[src/rtl/ssp_pkg.sv]
package ssp_pkg;
  localparam int OFS_CR0 = 'h00;
  localparam int OFS_CR1 = 'h04;
  localparam int OFS_DAT = 'h08;
  localparam int OFS_STS = 'h0C;
  localparam int OFS_PRE = 'h10;
  localparam int OFS_INT = 'h14;

  // working copy of the serial settings
  typedef struct packed {
    logic [3:0] dss;
    logic       cpol;
    logic       cpha;
    logic [7:0] scr;
    logic [6:0] pre_half;
  } cfg_t;
endpackage

[src/rtl/ssp_fifo.sv]
module ssp_fifo #(
  parameter int W     = 16,
  parameter int DEPTH = 8,
  localparam int AW   = $clog2(DEPTH),
  localparam int CW   = AW + 1
) (
  input  logic          clk,
  input  logic          rst_n,
  input  logic          push,
  input  logic [W-1:0]  din,
  input  logic          pop,
  output logic [W-1:0]  dout,
  output logic [CW-1:0] count
);
  logic [W-1:0]  mem [DEPTH];
  logic [AW-1:0] wp_q, rp_q;
  logic [CW-1:0] cnt_q;

  always_ff @(posedge clk or negedge rst_n) begin
    if (!rst_n) begin
      wp_q  <= '0;
      rp_q  <= '0;
      cnt_q <= '0;
    end else begin
      if (push) wp_q <= wp_q + 1'b1;
      if (pop)  rp_q <= rp_q + 1'b1;
      cnt_q <= cnt_q + CW'(push) - CW'(pop);
    end
  end

  always_ff @(posedge clk) begin
    if (push) mem[wp_q] <= din;
  end

  assign dout  = mem[rp_q];
  assign count = cnt_q;

  // the register front end never pushes into a full queue
  assert_no_overflow_R5: assert property (@(posedge clk) disable iff (!rst_n)
    push |-> (cnt_q != CW'(DEPTH)));
  // the register front end never pops an empty queue
  assert_no_underflow_R6: assert property (@(posedge clk) disable iff (!rst_n)
    pop |-> (cnt_q != '0));
endmodule

[src/rtl/ssp_shifter.sv]
module ssp_shifter #(
  parameter int DW  = 16,
  parameter int HW  = 16,
  localparam int LW = $clog2(DW),
  localparam int EW = LW + 2
) (
  input  logic          clk,
  input  logic          rst_n,
  input  logic          start,
  input  logic [DW-1:0] tx_word,
  input  logic [LW-1:0] last_bit,
  input  logic          cpol,
  input  logic          cpha,
  input  logic [HW-1:0] half,
  input  logic          miso_in,
  output logic          active,
  output logic          done,
  output logic [DW-1:0] rx_word,
  output logic          sclk,
  output logic          mosi
);
  logic          act_q, act_d, ph_q, ph_d, done_q, done_d;
  logic [HW-1:0] cnt_q, cnt_d;
  logic [EW-1:0] ecnt_q, ecnt_d;
  logic [DW-1:0] txs_q, txs_d, rxs_q, rxs_d;
  logic          tick, lead, first, last_edge, smp, shf;
  logic [LW-1:0] sh_amt;

  assign sh_amt    = LW'(DW - 1) - last_bit;
  assign tick      = act_q && (cnt_q == half - 1'b1);
  assign lead      = ~ecnt_q[0];
  assign first     = (ecnt_q == '0);
  assign last_edge = (ecnt_q == EW'({last_bit, 1'b1}));
  assign smp       = cpha ? !lead : lead;
  assign shf       = (cpha ? (lead && !first) : !lead) && !last_edge;

  always_comb begin
    act_d  = act_q;
    cnt_d  = cnt_q;
    ecnt_d = ecnt_q;
    ph_d   = ph_q;
    txs_d  = txs_q;
    rxs_d  = rxs_q;
    done_d = 1'b0;
    if (start) begin
      act_d  = 1'b1;
      cnt_d  = '0;
      ecnt_d = '0;
      ph_d   = 1'b0;
      txs_d  = tx_word << sh_amt;
      rxs_d  = '0;
    end else if (act_q) begin
      if (tick) begin
        cnt_d  = '0;
        ecnt_d = ecnt_q + 1'b1;
        ph_d   = ~ph_q;
        if (smp) rxs_d = {rxs_q[DW-2:0], miso_in};
        if (shf) txs_d = {txs_q[DW-2:0], 1'b0};
        if (last_edge) begin
          act_d  = 1'b0;
          done_d = 1'b1;
        end
      end else begin
        cnt_d = cnt_q + 1'b1;
      end
    end
  end

  always_ff @(posedge clk or negedge rst_n) begin
    if (!rst_n) begin
      act_q  <= 1'b0;
      cnt_q  <= '0;
      ecnt_q <= '0;
      ph_q   <= 1'b0;
      txs_q  <= '0;
      rxs_q  <= '0;
      done_q <= 1'b0;
    end else begin
      act_q  <= act_d;
      cnt_q  <= cnt_d;
      ecnt_q <= ecnt_d;
      ph_q   <= ph_d;
      txs_q  <= txs_d;
      rxs_q  <= rxs_d;
      done_q <= done_d;
    end
  end

  assign active  = act_q;
  assign done    = done_q;
  assign rx_word = rxs_q;
  assign sclk    = cpol ^ ph_q;
  assign mosi    = txs_q[DW-1];

  // between frames the serial clock rests at its idle level
  assert_idle_level_R3: assert property (@(posedge clk) disable iff (!rst_n)
    !act_q |-> (sclk == cpol));
  // a new frame is only launched from idle
  assert_no_restart_R11: assert property (@(posedge clk) disable iff (!rst_n)
    start |-> !act_q);
endmodule

[src/rtl/ssp_master.sv]
module ssp_master
  import ssp_pkg::*;
#(
  parameter int DW    = 16,
  parameter int DEPTH = 8,
  parameter int AW    = 5,
  localparam int CNTW = $clog2(DEPTH) + 1,
  localparam int LW   = $clog2(DW),
  localparam int HW   = 16
) (
  input  logic          clk,
  input  logic          rst_n,
  input  logic          bus_sel,
  input  logic          bus_wr,
  input  logic [AW-1:0] bus_addr,
  input  logic [DW-1:0] bus_wdata,
  output logic [DW-1:0] bus_rdata,
  output logic          sclk,
  output logic          mosi,
  input  logic          miso,
  output logic          irq
);
  logic [15:0] cr0_q;
  logic [6:0]  cr1_q;
  logic [7:0]  pre_q;
  logic        ovr_q, ovr_d;
  cfg_t        live_cfg, cfg_q, cfg_eff;

  logic wr_en, rd_en, hit_cr0, hit_cr1, hit_dat, hit_sts, hit_pre, hit_int;
  logic frozen, start, eng_active, eng_done, miso_in;
  logic tx_push, tx_pop, rx_push, rx_pop, tx_full, tx_empty, rx_full, rx_empty;
  logic [CNTW-1:0] tx_cnt, rx_cnt;
  logic [DW-1:0]   tx_head, rx_head, rx_word;
  logic [LW-1:0]   last_bit;
  logic [HW-1:0]   half;
  logic [2:0]      int_raw;
  logic [4:0]      status;

  assign wr_en   = bus_sel & bus_wr;
  assign rd_en   = bus_sel & ~bus_wr;
  assign hit_cr0 = (bus_addr == AW'(OFS_CR0));
  assign hit_cr1 = (bus_addr == AW'(OFS_CR1));
  assign hit_dat = (bus_addr == AW'(OFS_DAT));
  assign hit_sts = (bus_addr == AW'(OFS_STS));
  assign hit_pre = (bus_addr == AW'(OFS_PRE));
  assign hit_int = (bus_addr == AW'(OFS_INT));

  // live settings decoded from the registers
  always_comb begin
    live_cfg.dss      = cr0_q[3:0];
    live_cfg.cpol     = cr0_q[6];
    live_cfg.cpha     = cr0_q[7];
    live_cfg.scr      = cr0_q[15:8];
    live_cfg.pre_half = (pre_q[7:1] == 7'd0) ? 7'd1 : pre_q[7:1];
  end

  assign frozen   = cr1_q[4] | eng_active | eng_done;
  assign cfg_eff  = frozen ? cfg_q : live_cfg;
  assign last_bit = (cfg_eff.dss < 4'd3) ? LW'(3) : LW'(cfg_eff.dss);
  assign half     = HW'(cfg_eff.pre_half) * (HW'(cfg_eff.scr) + 1'b1);

  assign tx_full  = (tx_cnt == CNTW'(DEPTH));
  assign tx_empty = (tx_cnt == '0);
  assign rx_full  = (rx_cnt == CNTW'(DEPTH));
  assign rx_empty = (rx_cnt == '0);

  assign start   = cr1_q[4] & ~tx_empty & ~eng_active & ~eng_done;
  assign tx_push = wr_en & hit_dat & ~tx_full;
  assign tx_pop  = start;
  assign rx_push = eng_done & ~rx_full;
  assign rx_pop  = rd_en & hit_dat & ~rx_empty;
  assign miso_in = cr1_q[3] ? mosi : miso;

  always_comb begin
    ovr_d = ovr_q;
    if (wr_en && hit_int) ovr_d = 1'b0;
    if (eng_done && rx_full) ovr_d = 1'b1;
  end

  always_ff @(posedge clk or negedge rst_n) begin
    if (!rst_n) begin
      cr0_q <= '0;
      cr1_q <= '0;
      pre_q <= '0;
      ovr_q <= 1'b0;
      cfg_q <= '0;
    end else begin
      if (wr_en && hit_cr0) cr0_q <= bus_wdata[15:0];
      if (wr_en && hit_cr1) cr1_q <= bus_wdata[6:0];
      if (wr_en && hit_pre) pre_q <= {bus_wdata[7:1], 1'b0};
      ovr_q <= ovr_d;
      if (!frozen) cfg_q <= live_cfg;
    end
  end

  ssp_fifo #(.W(DW), .DEPTH(DEPTH)) u_txq (
    .clk(clk), .rst_n(rst_n), .push(tx_push), .din(bus_wdata),
    .pop(tx_pop), .dout(tx_head), .count(tx_cnt));

  ssp_fifo #(.W(DW), .DEPTH(DEPTH)) u_rxq (
    .clk(clk), .rst_n(rst_n), .push(rx_push), .din(rx_word),
    .pop(rx_pop), .dout(rx_head), .count(rx_cnt));

  ssp_shifter #(.DW(DW), .HW(HW)) u_shift (
    .clk(clk), .rst_n(rst_n), .start(start), .tx_word(tx_head),
    .last_bit(last_bit), .cpol(cfg_eff.cpol), .cpha(cfg_eff.cpha),
    .half(half), .miso_in(miso_in), .active(eng_active), .done(eng_done),
    .rx_word(rx_word), .sclk(sclk), .mosi(mosi));

  assign int_raw = {ovr_q, (tx_cnt <= CNTW'(DEPTH / 2)), ~rx_empty};
  assign irq     = |(int_raw & cr1_q[2:0]);
  assign status  = {~tx_empty | eng_active | eng_done, rx_full, ~rx_empty, ~tx_full, tx_empty};

  always_comb begin
    bus_rdata = '0;
    if (hit_cr0)                bus_rdata = DW'(cr0_q);
    else if (hit_cr1)           bus_rdata = DW'(cr1_q);
    else if (hit_dat)           bus_rdata = rx_empty ? '0 : rx_head;
    else if (hit_sts)           bus_rdata = DW'(status);
    else if (hit_pre)           bus_rdata = DW'(pre_q);
    else if (hit_int)           bus_rdata = DW'(int_raw);
  end

  // the overrun flag only drops on a write to the clear location
  assert_ovr_sticky_R9: assert property (@(posedge clk) disable iff (!rst_n)
    (ovr_q && !(wr_en && hit_int)) |=> ovr_q);
  // settings in use cannot move while a frame is shifting
  assert_cfg_frozen_R10: assert property (@(posedge clk) disable iff (!rst_n)
    eng_active |=> (!eng_active || $stable(cfg_eff)));
  // the interrupt line needs at least one enabled source
  assert_irq_masked_R12: assert property (@(posedge clk) disable iff (!rst_n)
    irq |-> (cr1_q[2:0] != 3'd0));
endmodule

[config.mk]
export PLATFORM = sky130hd
export DESIGN_NAME = ssp_master
export DESIGN_NICKNAME = d
export VERILOG_FILES = /design/src/rtl/ssp_pkg.sv /design/src/rtl/ssp_fifo.sv /design/src/rtl/ssp_shifter.sv /design/src/rtl/ssp_master.sv
export SDC_FILE = /design/constraint.sdc
export NUM_CORES = 1
export LEC_CHECK = 0
export ABC_AREA = 1
export BUFFER_PORTS_ARGS = -buffer_cell sky130_fd_sc_hd__clkbuf_2
export CELL_PAD_IN_SITES_DETAIL_PLACEMENT = 0
export CELL_PAD_IN_SITES_GLOBAL_PLACEMENT = 1
export CORE_UTILIZATION = 30
export DETAILED_ROUTE_END_ITERATION = 16
export GPL_ROUTABILITY_DRIVEN = 1
export MAX_ROUTING_LAYER = met4
export PLACE_DENSITY = 0.63
export SLEW_MARGIN = 20
export SYNTH_ARGS = -nofsm -noshare
export SYNTH_HDL_FRONTEND = slang
export SYNTH_SLANG_ARGS = --single-unit
[constraint.sdc]
create_clock -name clk -period 7.55 [get_ports clk]
set_clock_uncertainty 0.15 [all_clocks]
set_input_delay 1.8875 -clock clk [delete_from_list [all_inputs] [get_ports clk]]
set_output_delay 1.8875 -clock clk [all_outputs]
set_load 0.03 [all_outputs]
==> impl_metrics.env, run 1 <==
export IMPL_status="finished clean"
export IMPL_synth_ff_type="edfxtp_1"
export IMPL_grtUsageTotal=0.167
export IMPL_route_detailed_drc=0
export IMPL_postCtsResizedCells=0
export IMPL_ant_nets=0
export IMPL_drv_cap=0
export IMPL_seq_area_frac_synth=0.552
export IMPL_tightest_slew_ns=1.08
export IMPL_clkSinkCount=385
export IMPL_reg2reg_from="u_shift.active"
export IMPL_ys_async_sr_fraction=0.335
export IMPL_crit_path_end_kind="flop"
export IMPL_dr_first_iter_drc_count=1121
export IMPL_h_tree_depth=2
export IMPL_core_area_um2=64800
export IMPL_crit_path_start="u_shift.active"
export IMPL_ys_warn_count=0
export IMPL_critPathCapture="u_shift.rx_word[11]"
export IMPL_yosysTopAreaCellShare=0.389
export IMPL_yosysTopAreaCell="edfxtp_1"
export IMPL_seqCellArea_um2=10900
export IMPL_portBuffers=44
export IMPL_syn_area_per_cell_um2=9.55
export IMPL_initial_utilization=0.305
export IMPL_die_area_um2=66900
export IMPL_finalSetupViolCount=0
export IMPL_routed_via_density=4.83
export IMPL_critPathMaxFanout=16
export IMPL_grt_pass1_wl_um=83700
export IMPL_cts_path_max_buffers=3
export IMPL_layout_worst_path_cycle_share=0.898
export IMPL_tns_ns=0
export IMPL_rsz0062_at_grt="false"
export IMPL_syn_to_final_growth_pct=13.9
export IMPL_die_w_um=259
export IMPL_clk_pin_slew_ns=0.06
export IMPL_antenna_found_initial=4
export IMPL_grt_max_degree=66
export IMPL_crit_type="flop to flop"
export IMPL_cts_hold_buf=0
export IMPL_crit_path_top_delay_cell="fa_1"
export IMPL_synth_cells=2070
export IMPL_min_period_ns=6.78
export IMPL_critPathMaxStageDelay_ns=0.59
export IMPL_cts_tree="done"
export IMPL_critical_path_startpoint_type="flop"
export IMPL_yosysUniqueCellTypes=54
export IMPL_slew_headroom=0.275
export IMPL_hold_viol=0
export IMPL_synthTopCellsByArea="edfxtp_1 (39%), dfrtp_1 (16%), nand2_1 (9.1%)"
export IMPL_rrSetupSlack_ns=0.77
export IMPL_postLayoutCoreUtil=0.347
export IMPL_cts_buffers=44
export IMPL_clock_latency_ns=0.57
export IMPL_hpwl_um=36100
export IMPL_hold_class="flop to flop"
export IMPL_drt_wl_total_um=53300
export IMPL_syn_nets=2196
export IMPL_dr_pass1_iters=7
export IMPL_grt_pass1_vias=14310
export IMPL_io_pins=45
export IMPL_r2r_end="u_shift.rx_word[11]"
export IMPL_syn_area_um2=19800
export IMPL_crit_arrival_ns=7.08
export IMPL_vias=14514
export IMPL_avgRoutedWirePerCell_um=17.7
export IMPL_dieHeight_um=259
export IMPL_fillers=6564
export IMPL_drive_above_1_share=0.0939
export IMPL_ys_ff_latch=385
export IMPL_row_count=93
export IMPL_synth_edff_count=256
export IMPL_gr_total_overflow=0
export IMPL_cpMostUsedCell="nand2_1"
export IMPL_multiInputGateArea_um2=7710
export IMPL_cp_required_ns=7.85
export IMPL_nNetsFinal=2242
export IMPL_reg2reg_depth=32
export IMPL_gp_congestion=0.856
export IMPL_cts_root_buf="clkbuf_16"
export IMPL_post_cts_buffers=0
export IMPL_max_freq_mhz=147
export IMPL_final_max_slew_violation_count=0
-- synth_stat cells (all sizes together) (2+ instances only) --
master / n
nand2: 498
nor2: 275
edfxtp: 256
inv: 221
nand3: 158
o21ai: 150
dfrtp: 129
ha: 59
clkbuf: 47
fa: 41
buf: 32
a21oi: 30
nand4: 29
o32ai: 23
xor2: 21
nor3: 18
xnor2: 14
o211ai: 10
mux2i: 9
o221ai: 9
o2111ai: 5
o22ai: 5
a22oi: 4
mux2: 4
nand3b: 4
a31oi: 3
or2: 3
a22o: 2
nor4: 2
o21bai: 2
-- routing by layer --
layer,wire (um),global-route usage
met5,0,-
met4,1440,0.0539
met3,2770,0.0262
met2,24500,0.258
met1,24600,0.225
-- state kept, by name, summed over array words and instances (netlist names) --
register	cells
ovr_q	1
u_rxq.rp_q	3
u_shift.rx_word	16
u_shift.ecnt_q	6
u_rxq.wp_q	3
u_shift.cnt_q	16
u_shift.ph_q	1
u_txq.count	4
u_shift.active	1
u_txq.rp_q	3
cfg_q	21
u_txq.mem	128
pre_q	7
cr1_q	7
cr0_q	16
u_rxq.count	4
u_shift.done	1
u_rxq.mem	128
u_txq.wp_q	3
u_shift.txs_q	16
-- per-stage QoR --
step	cells	cell area [um2]	setup WS [ns]	hold slack (ns)
2_1_floorplan	2070	19800	1.63	0.303
3_3_place_gp	2925	21000	0.963	0.322
3_5_place_dp	2925	21000	0.809	0.329
4_1_cts	3007	22500	0.754	0.343
5_1_grt	3008	22500	0.151	0.365
6_report	3008	22500	0.770	0.337
-- worst min-delay path by stage --
stage / start / to / slack [ns] / depth (start not counted)
after floorplan: cr0_q[0] / cr0_q[0] / 0.30 / 2
after global placement: cr0_q[3] / cr0_q[3] / 0.32 / 2
after detailed placement: cr0_q[0] / cr0_q[0] / 0.33 / 2
after CTS: cr0_q[0] / cr0_q[0] / 0.34 / 2
after global routing: cr1_q[6] / cr1_q[6] / 0.37 / 2
final: cr0_q[0] / cr0_q[0] / 0.34 / 2
-- cells by family after synthesis --
family,after synthesis,synth area share
AOI/OAI and AO/OA,247,0.0755
xor gates and xnor gates,35,0.0155
muxes,13,0.00684
buffers and inverters,301,0.0599
and+or+nand+nor,989,0.211
adders and majority gates,100,0.0789
DFF,385,0.552
-- final cells by class --
cell class	count	share of cell area
sequential	385	0.485
multi-input combinational	1384	0.343
inverter	222	0.0370
timing repair buffer	79	0.0217
tap	855	0.0475
antenna	1	0.000111
clock buffer	57	0.0543
clock inverter	25	0.0117
-- critical path: cells and delay by family (launching register included) --
kind	cells	cell delay, ns
buffers and inverters	3	0.32
AND/OR/NAND/NOR	21	2.57
adder cells (fa/ha/maj)	6	2.65
AO/OA/AOI/OAI	2	0.50
flip-flops	1	0.42
-- cells in the final DEF (no fill, tap or decap), drive strengths merged, types with 5 or more instances in the layout --
master	count
o22ai	5
nor3	18
nor2	275
xnor2	14
nand3	158
clkinv	18
buf	36
o32ai	23
xor2	21
o2111ai	5
ha	59
clkbuf	100
nand4	29
o221ai	9
o21ai	150
a21oi	30
nand2	498
dfrtp	129
inv	223
o211ai	10
fa	41
edfxtp	256
bufinv	5
mux2i	9
Power of run 1 is left out: the tool's default activity adds up to more than one toggle a clock period on the data nets, which glitch-free logic cannot reach.
==> inputs of run 2 (changes only) <==
--- a/config.mk
+++ b/config.mk
@@ -7,6 +7,7 @@
 export LEC_CHECK = 0
 export ABC_AREA = 1
 export BUFFER_PORTS_ARGS = -buffer_cell sky130_fd_sc_hd__clkbuf_2
+export CAP_MARGIN = 20
 export CELL_PAD_IN_SITES_DETAIL_PLACEMENT = 0
 export CELL_PAD_IN_SITES_GLOBAL_PLACEMENT = 1
 export CORE_UTILIZATION = 30
==> constraint.sdc (replaced) <==
create_clock -name clk -period 6.6 [get_ports clk]
set_clock_uncertainty 0.15 [all_clocks]
set_input_delay 1.65 -clock clk [delete_from_list [all_inputs] [get_ports clk]]
set_output_delay 1.65 -clock clk [all_outputs]
set_load 0.03 [all_outputs]
==> run 2 against run 1 <==
Compared with the run above: critical endpoint is now u_shift.cnt_q[12]; cell area grew 0.88%; sequential share of layout area shrank 0.42 points; utilization grew 0.30 points; largest cell class unchanged; worst hold slack gained 0.0026 ns; die area is the same; first-iteration DRC count shrank 6.7%; critical path depth shrank 1; non-clock buffer count grew 11; fmax grew 11%; register-to-register slack lost 0.29 ns; global-route usage is essentially flat; sequential cell count is the same.
==> impl_metrics.env, run 2 (synthesis results as in run 1) <==
export IMPL_status="finished clean"
export IMPL_avgRoutedWirePerCell_um=17.8
export IMPL_clock_latency_ns=0.58
export IMPL_syn_to_final_growth_pct=14.9
export IMPL_h_tree_depth=2
export IMPL_rsz0062_at_grt="false"
export IMPL_cts_tree="done"
export IMPL_routed_via_density=4.79
export IMPL_crit_path_end_kind="flop"
export IMPL_final_max_slew_violation_count=0
export IMPL_layout_worst_path_cycle_share=0.927
export IMPL_cts_buffers=45
export IMPL_critical_path_startpoint_type="flop"
export IMPL_route_detailed_drc=0
export IMPL_place_ws_ns=-0.0126
export IMPL_layout_setup_ws_ns=0.485
export IMPL_placed_cell_area_um2=21100
export IMPL_dr_first_iter_drc_count=1046
export IMPL_dr_pass1_iters=5
export IMPL_cts_hold_buf=0
export IMPL_vias=14470
export IMPL_tightest_slew_ns=1.06
export IMPL_crit_arrival_ns=6.39
export IMPL_cpMostUsedCell="nand2_1"
export IMPL_postLayoutCoreUtil=0.350
export IMPL_critPathBufInv=4
export IMPL_cp_required_ns=6.87
export IMPL_hold_class="flop to flop"
export IMPL_nNetsFinal=2255
export IMPL_final_cell_mix="nand2_1 (474), nor2_1 (269), edfxtp_1 (256)"
export IMPL_finalSetupViolCount=0
export IMPL_slew_headroom=0.289
export IMPL_final_common_cell="nand2_1"
export IMPL_io_pins=45
export IMPL_initial_utilization=0.305
export IMPL_drv_cap=0
export IMPL_grt_pass1_wl_um=84100
export IMPL_grt_pass1_vias=14430
export IMPL_gp_congestion=0.879
export IMPL_met3_usage=0.0292
export IMPL_grt_max_degree=83
export IMPL_crit_type="flop to flop"
export IMPL_row_count=93
export IMPL_core_area_um2=64800
export IMPL_min_period_ns=6.12
export IMPL_reg_top3="u_rxq.mem x128, u_txq.mem x128, cfg_q x21"
export IMPL_antenna_found_initial=3
export IMPL_drive_above_1_share=0.107
export IMPL_max_freq_mhz=164
export IMPL_hpwl_um=36000
export IMPL_critPathMaxStageDelay_ns=0.58
export IMPL_met2_usage=0.262
export IMPL_use_met1=0.223
export IMPL_crit_path_top_delay_cell="fa_1"
export IMPL_critPathMaxFanout=7
export IMPL_die_area_um2=66900
export IMPL_clkSinkCount=385
export IMPL_clk_pin_slew_ns=0.06
export IMPL_portBuffers=44
export IMPL_path_delay_family="adder cells"
export IMPL_design_area_um2=22700
export IMPL_grt_busiest_layer="met2"
export IMPL_drt_wl_total_um=53700
export IMPL_gr_total_overflow=0
export IMPL_ant_nets=0
export IMPL_dieHeight_um=259
export IMPL_die_w_um=259
export IMPL_cts_path_max_buffers=3
export IMPL_grtUsageTotal=0.168
export IMPL_hold_viol=0
export IMPL_cts_root_buf="clkbuf_16"
## run 2: cell count changes in the layout (fill, tap and decap cells not counted), sizes merged
cell and delta:
clkinv -7, nand2 +1, bufinv -1, diode +2, inv +2, buf +11
clkinvlp +2, clkbuf +6
## run 2: metal layers
metal,routed length (um),up-vias,part of all wire
met2,24900,291,0.46
met5,0,-,0
met4,1200,0,0.022
met3,2490,70,0.046
li1,-,7048,-
met1,25100,7061,0.47
## run 2: final timing paths
check,startpoint,end,slack (ns),cells past startpoint
min in group asynchronous,rst_n,u_rxq.wp_q[2],0.99,1
worst max-delay path,u_shift.done,u_shift.cnt_q[12],0.48,31
worst min register to register,cfg_q[8],cfg_q[8],0.34,2
worst min-delay path,cfg_q[8],cfg_q[8],0.34,2
max in group asynchronous,rst_n,cr0_q[7],4.15,2
worst max register to register,u_shift.done,u_shift.cnt_q[12],0.48,31
## run 2: cell type report
cell class | instances | area [um2]
fillers | 6566 | 42100
flip-flops and latches | 385 | 10900
multi-input cells | 1385 | 7820
clock buffers | 63 | 1230
well taps | 855 | 1070
inverters | 222 | 833
repair buffers | 90 | 588
clock inverters | 21 | 236
diodes | 3 | 7.51
## run 2: through the flow
stage,setup TNS (ns),hold WS [ns],cells
after CTS,0,0.340,3018
after global placement,0,0.321,2931
final,0,0.339,3024
after detailed placement,-0.0126,0.330,2931
after global routing,0,0.360,3023
after floorplan,0,0.303,2070
## run 2: tightest hold or removal path, cell delays in order, from the launching register on
cell,delay [ns]
dfrtp_1,0.32
nand2_1,0.06
nand2_2,0.07
## run 2: repair_timing
action	CTS	global route
endpoints found under the hold margin	0	0
pin swaps	1	9
resized for setup	0	28
setup buffers	3	2
setup endpoints to repair	2	57
cloned	0	1
Power of run 2 is left out for the same reason.
==> inputs of run 3 (changes only) <==
--- a/config.mk
+++ b/config.mk
@@ -10,11 +10,11 @@
 export CAP_MARGIN = 20
 export CELL_PAD_IN_SITES_DETAIL_PLACEMENT = 0
 export CELL_PAD_IN_SITES_GLOBAL_PLACEMENT = 1
-export CORE_UTILIZATION = 30
+export CORE_UTILIZATION = 50
 export DETAILED_ROUTE_END_ITERATION = 16
 export GPL_ROUTABILITY_DRIVEN = 1
 export MAX_ROUTING_LAYER = met4
-export PLACE_DENSITY = 0.63
+export PLACE_DENSITY = 0.91
 export SLEW_MARGIN = 20
 export SYNTH_ARGS = -nofsm -noshare
 export SYNTH_HDL_FRONTEND = slang
==> run 3 against run 2 <==
Compared with the run above: die area fell by 40%; fmax fell by 0.89%; critical endpoint is now u_shift.txs_q[15]; utilization rose by 22 points; via count rose by 2.2%; clock-buffer cell count fell by 4.
==> impl_metrics.env, run 3 (synthesis results as in run 1) <==
export IMPL_status="finished clean"
export IMPL_clk_pin_slew_ns=0.06
export IMPL_cts_tree="done"
export IMPL_grt_pass1_wl_um=77600
export IMPL_io_pins=45
export IMPL_dieHeight_um=201
export IMPL_placed_cell_area_um2=20600
export IMPL_hold_class="flop to flop"
export IMPL_whs_ns=0.337
export IMPL_crit_type="flop to flop"
export IMPL_hpwl_um=32400
export IMPL_portBuffers=44
export IMPL_final_max_slew_violation_count=0
export IMPL_crit_path_end_kind="flop"
export IMPL_die_w_um=201
export IMPL_cpMostUsedCell="nand2_1"
export IMPL_vias=14787
export IMPL_clkSinkCount=385
export IMPL_dr_first_iter_drc_count=1366
export IMPL_critical_path_startpoint_type="flop"
export IMPL_core_area_um2=38800
export IMPL_clock_latency_ns=0.56
export IMPL_seqCellArea_um2=10900
export IMPL_ant_nets=0
export IMPL_nNetsFinal=2257
export IMPL_crit_arrival_ns=6.51
export IMPL_reg_top3="u_rxq.mem x128, u_txq.mem x128, cfg_q x21"
export IMPL_syn_to_final_growth_pct=12.3
export IMPL_design_area_um2=22200
export IMPL_gr_total_overflow=0
export IMPL_grtUsageTotal=0.253
export IMPL_finalSetupViolCount=0
export IMPL_drt_wl_total_um=49100
export IMPL_antenna_found_initial=1
export IMPL_rrSetupSlack_ns=0.43
export IMPL_layout_worst_path_cycle_share=0.935
export IMPL_final_cell_mix="nand2_1 (477), nor2_1 (269), edfxtp_1 (256)"
export IMPL_routed_via_density=5.51
export IMPL_drive_above_1_share=0.102
export IMPL_max_freq_mhz=162
export IMPL_grt_max_degree=71
export IMPL_grt_pass1_vias=14448
export IMPL_multiInputGateArea_um2=7840
export IMPL_cp_required_ns=6.94
export IMPL_row_count=72
export IMPL_h_tree_depth=2
export IMPL_cts_buffers=40
export IMPL_cts_path_max_buffers=3
export IMPL_min_period_ns=6.17
export IMPL_layout_setup_ws_ns=0.430
export IMPL_drv_cap=0
export IMPL_route_detailed_drc=0
export IMPL_fillers=3269
export IMPL_die_area_um2=40300
export IMPL_avgRoutedWirePerCell_um=18.3
export IMPL_dr_pass1_iters=6
export IMPL_crit_path_top_delay_cell="fa_1"
export IMPL_critPathMaxFanout=8
export IMPL_initial_utilization=0.509
export IMPL_gp_congestion=0.905
export IMPL_tightest_slew_ns=1.08
export IMPL_critPathMaxStageDelay_ns=0.57
export IMPL_final_common_cell="nand2_1"
export IMPL_slew_headroom=0.273
export IMPL_cts_root_buf="clkbuf_16"
export IMPL_place_ws_ns=0.133
export IMPL_hold_viol=0
[run 3: cell type report]
class	count	area share
Tap cell	518	0.0292
Multi-Input combinational cell	1388	0.353
Sequential cell	385	0.492
Clock inverter	15	0.00665
Inverter	222	0.0375
Antenna cell	1	0.000113
Timing Repair Buffer	94	0.0296
Clock buffer	59	0.0521
[run 3: path summary, 6_finish.rpt]
path / start / cells after the start / endpoint
worst min-delay path: u_shift.ph_q / 1 / u_shift.ph_q
worst min register to register: u_shift.ph_q / 1 / u_shift.ph_q
max in group asynchronous: rst_n / 2 / u_rxq.rp_q[0]
worst max register to register: u_shift.active / 33 / u_shift.txs_q[15]
min in group asynchronous: rst_n / 1 / u_shift.txs_q[12]
worst max-delay path: u_shift.active / 33 / u_shift.txs_q[15]
[run 3: metrics by stage]
step | std cells | utilization | setup TNS (ns)
after detailed placement | 2591 | 0.531 | 0
after global placement | 2591 | 0.531 | 0
after global routing | 2682 | 0.572 | -0.00928
final | 2682 | 0.572 | 0
after floorplan | 2070 | - | 0
after CTS | 2665 | 0.565 | 0
[run 3: critical path, delay by kind of cell, from the launching register on]
family / cells / cell delay, ns
AO/OA/AOI/OAI: 1 / 0.15
adder cells (fa/ha/maj): 6 / 2.57
buffers and inverters: 4 / 0.49
flip-flops: 1 / 0.42
AND/OR/NAND/NOR: 22 / 2.30
[run 3: layer usage]
metal	share of wire	wire length [um]	GRT usage	up-vias
met5	0	0	-	-
met4	0.034	1670	0.0960	0
li1	-	-	-	7040
met3	0.064	3150	0.0409	92
met2	0.48	23400	0.400	522
met1	0.42	20800	0.330	7133
[run 3: repair_timing]
item,4_1_cts,5_1_grt
setup endpoints to repair,0,55
hold buffers,0,0
setup buffers,0,11
resized for setup,0,19
Power of run 3 is left out for the same reason.
